==> config.mk <==
export PLATFORM = sky130hd
export DESIGN_NAME = patdet_lock_ctrl
export DESIGN_NICKNAME = d
export VERILOG_FILES = /design/src/rtl/patdet_pkg.sv /design/src/rtl/patdet_lock_ctrl.sv
export SDC_FILE = /design/constraint.sdc
export NUM_CORES = 1
export LEC_CHECK = 0
export CELL_PAD_IN_SITES_DETAIL_PLACEMENT = 1
export CELL_PAD_IN_SITES_GLOBAL_PLACEMENT = 1
export CORE_UTILIZATION = 51
export DETAILED_ROUTE_END_ITERATION = 10
export DONT_BUFFER_PORTS = 1
export PLACE_DENSITY = 0.86
export SLEW_MARGIN = 20
export SYNTH_ARGS = -nofsm -noshare
export SYNTH_HDL_FRONTEND = slang
export SYNTH_SLANG_ARGS = --single-unit
==> constraint.sdc <==
create_clock -name clk -period 3.4 [get_ports clk]
set_clock_uncertainty 0.2 [all_clocks]
set_input_delay 0.17 -clock clk [delete_from_list [all_inputs] [get_ports clk]]
set_output_delay 0.17 -clock clk [all_outputs]
set_load 0.01 [all_outputs]
==> src/rtl/patdet_pkg.sv <==
package patdet_pkg;
   typedef enum logic {ST_ACQ = 1'b0, ST_LOCK = 1'b1} lock_state_t;
endpackage

==> src/rtl/patdet_lock_ctrl.sv <==
module patdet_lock_ctrl
   import patdet_pkg::*;
#(
   parameter int FILL_LEN  = 32,
   parameter int LOCK_RUN  = 32,
   parameter int WIN_LEN   = 64,
   parameter int LOSS_ERRS = 6
) (
   input  logic clk,
   input  logic rst_n,
   input  logic en,
   input  logic mismatch,
   output logic in_sync,
   output logic bit_err
);
   localparam int FILLW = $clog2(FILL_LEN + 1);
   localparam int RUNW  = $clog2(LOCK_RUN);
   localparam int WINW  = $clog2(WIN_LEN);
   localparam int ERRW  = $clog2(LOSS_ERRS);
   localparam logic [FILLW-1:0] FILL_DONE = FILLW'(FILL_LEN);
   localparam logic [RUNW-1:0]  RUN_LAST  = RUNW'(LOCK_RUN - 1);
   localparam logic [WINW-1:0]  WIN_LAST  = WINW'(WIN_LEN - 1);
   localparam logic [ERRW-1:0]  ERR_LAST  = ERRW'(LOSS_ERRS - 1);

   lock_state_t      state;
   logic [FILLW-1:0] fill;
   logic [RUNW-1:0]  run;
   logic [WINW-1:0]  win;
   logic [ERRW-1:0]  errs;

   always_ff @(posedge clk or negedge rst_n) begin
      if (!rst_n) begin
         state   <= ST_ACQ;
         fill    <= '0;
         run     <= '0;
         win     <= '0;
         errs    <= '0;
         bit_err <= 1'b0;
      end else begin
         bit_err <= 1'b0;
         if (en) begin
            if (state == ST_ACQ) begin
               if (fill != FILL_DONE) begin
                  fill <= fill + FILLW'(1);
                  run  <= '0;
               end else if (mismatch) begin
                  run <= '0;
               end else if (run == RUN_LAST) begin
                  state <= ST_LOCK;
                  run   <= '0;
                  win   <= '0;
                  errs  <= '0;
               end else begin
                  run <= run + RUNW'(1);
               end
            end else begin
               bit_err <= mismatch;
               if (mismatch && errs == ERR_LAST) begin
                  state <= ST_ACQ;
                  fill  <= '0;
                  run   <= '0;
               end else if (win == WIN_LAST) begin
                  win  <= '0;
                  errs <= '0;
               end else begin
                  win <= win + WINW'(1);
                  if (mismatch) errs <= errs + ERRW'(1);
               end
            end
         end
      end
   end

   assign in_sync = (state == ST_LOCK);
endmodule

==> reports/qor.yml <==
synthAdderAreaFrac_pct: 6.90
synth.area.top_cells: "dfrtp_1 (43%), ha_1 (6.9%), nand2_1 (5.6%)"
nets: 158
yosysSeqAreaShare_pct: 43.4
p_leak_uw: 0.000577
cp-start-kind: "flop"
root_buffer: "clkbuf_4"
grt_pass1_wl_mm: 5.33
timing.fmax_mhz: 422
synthToLayoutAreaGrowth_pct: 7.69
cts_buffers: 3
rsz0062_at_grt: "no"
p_seq_share_pct: 54.6
fin_crit_ns: 2.37
grt_remaining_overflow: 0
yosys_warnings: 0
synth_xor_area_share_pct: 1.38
grt_max_degree: 23
drv_slew: 0
netlist_instances: 140
setup_violations: 0
synth_nets: 151
wl_mm: 3.19
die_width_microns: 51.9
power_frac_comb_pct: 22.8
path_clk_slew_ns: 0.12
p_int_uw: 435
vdd.ir_drop.worst_mv: 0.455
synthMuxAreaShare_pct: 0.888
fin_cells: 174
reg2reg_from: "run[0]"
floorplan.core_area_sq_um: 2280
post_drt_wl_per_cell_microns: 18.3
synth_top_area_share_pct: 43.4
switching_share_pct: 32.2
synth.most_common_cell: "dfrtp_1"
num_antenna_cells: 0
dp.cells: 166
synth_top_family_by_area: "simple AND/OR/NAND/NOR gates"
die-area_sq_um: 2690
track_usage_pct: 27.7
cts_sinks: 22
drive_above_1_share_pct: 6.16
crit_type: "flop to flop"
worstHoldStart: "en"
clkLatencyLatePin_ns: 0.31
holdCritPathClass: "input port to flop"
hold_end: "run[4]"
synth_edf_count: 0
maxCapViolCount: 0
dpl.hpwl_mm: 2.30
reg2reg_slack_ns: 1.03
final_antenna_net_count: 0
vias: 1114
power.switching_uw: 207
p_clk_share_pct: 22.7
postCtsHoldBufs: 3
outcome: "finished, final reports clean"
netlist_area_sq_um: 1270
async_reset_ff_share_pct: 100
cts-resized-gates: 0
power_density_nw_per_um2: 470
slew_headroom_pct: 59.4
reg2regPathDepth: 8
antenna_found_initial: 0
vias_per_cell: 6.40
worstMarginPinSlew_ns: 0.609
gp_congestion: 0.831
pin_count: 6
ys_top_cells_by_count: "dfrtp_1 (22), nand2_1 (19), nand3_1 (13)"
drt_iter0_drc: 14
ys.flop_type: "dfrtp_1"
crit_fanout: 6
ys_ff_latch: 22
start_util_pct: 55.7
p_total_uw: 642
tritoncts: "yes"
grt_pass1_vias: 1112
synthSimpleGateAreaFrac_pct: 23.8
yosys.area.top_type: "dfrtp_1"
numPortBuffers: 0
rows: 17
die_y_microns: 51.9
firstDrtPassIters: 4
cts_buffer_depth: 2
avgSynthCellArea_sq_um: 9.06
r2r_end: "win[2]"
htreeDepth: 1
cts_setup_buffers: 0
fin_crit_sh_pct: 69.7
worstSetupEndpointType: "flop"
hold_viol: 0
crit_arrival_ns: 2.37
drc: 0
synthDistinctLibCells: 38
critPathRequiredTime_ns: 3.40
synth-compound-area-share_pct: 20.0
tns_ns: 0
min_path_cells: 3
## worst max-delay path, stage by stage (launching register included)
cell and delay, ns:
dfrtp_1 0.42, ha_1 0.19, inv_1 0.07, nor3_1 0.17, ha_1 0.24, nand4b_1 0.25
o22ai_4 0.30, nand2_4 0.12, a211o_1 0.32
## cell type report
cell class	count	area [sq um]
repair buffers	4	35.0
well taps	28	35.0
flip-flops and latches	22	551
fillers	268	910
inverters	10	37.5
multi-input cells	106	672
clock buffers	4	36.3
## cells by family (layout without fill, tap and decap cells)
| family | Yosys count | count (layout) |
|---|---|---|
| simple gates | 59 | 59 |
| compound gates | 37 | 37 |
| flops | 22 | 22 |
| buf+inv | 12 | 18 |
| fa+ha+maj | 7 | 7 |
| xor+xnor | 2 | 2 |
| mux | 1 | 1 |
## state kept, by name, summed over array words and instances (netlist names)
signal,count
fill,6
win,6
run,5
errs,3
bit_err,1
in_sync,1
## through the flow
step	utilization [%]	instance area, sq um	hold WS [ns]	worst slack [ns]
2_1_floorplan	-	1270	-0.326	1.38
3_3_place_gp	56.9	1290	-0.325	1.16
3_5_place_dp	56.9	1290	-0.325	1.11
4_1_cts	59.8	1360	0.0107	1.07
5_1_grt	60.0	1370	0.0151	0.966
6_report	60.0	1370	0.0166	1.03
## power by group through the flow
stage	Combinational, uW	Clock, uW	Sequential [uW]
floorplan	112	0	340
global placement	126	0	352
detailed placement	136	0	355
CTS	147	149	349
global route	164	161	355
finish	146	145	350
## how the worst max path moves through the flow
stage	slack [ns]	end	cells past startpoint	from
final	1.03	win[2]	8	run[0]
after global routing	0.97	win[2]	8	run[0]
after CTS	1.07	win[2]	8	run[0]
after detailed placement	1.11	win[2]	8	run[0]
after global placement	1.16	fill[0]	4	in_sync
after floorplan	1.38	fill[0]	4	in_sync
## cells in the final DEF (no fill, tap or decap), types with 2 or more instances in the layout
cell type,Yosys,layout
a211o_1,2,2
a211oi_1,2,2
a21oi_1,8,8
a32o_1,2,2
clkbuf_4,0,3
dfrtp_1,22,22
dlygate4sd3_1,0,3
ha_1,7,7
inv_1,9,9
nand2_1,19,19
nand3_1,13,13
nand4b_1,2,2
nor2_1,8,8
nor3_1,2,2
nor4_1,5,5
o21ai_0,11,11
o22ai_1,2,2
o2bb2ai_1,2,2
or3_1,2,2
xnor2_1,2,2
## metal layers
metal	GRT usage, %	routed length, microns
met1	37.0	1470
met2	44.0	1540
met3	7.31	130
met4	7.66	43
met5	0	0
(Power assumes the default switching activity.)
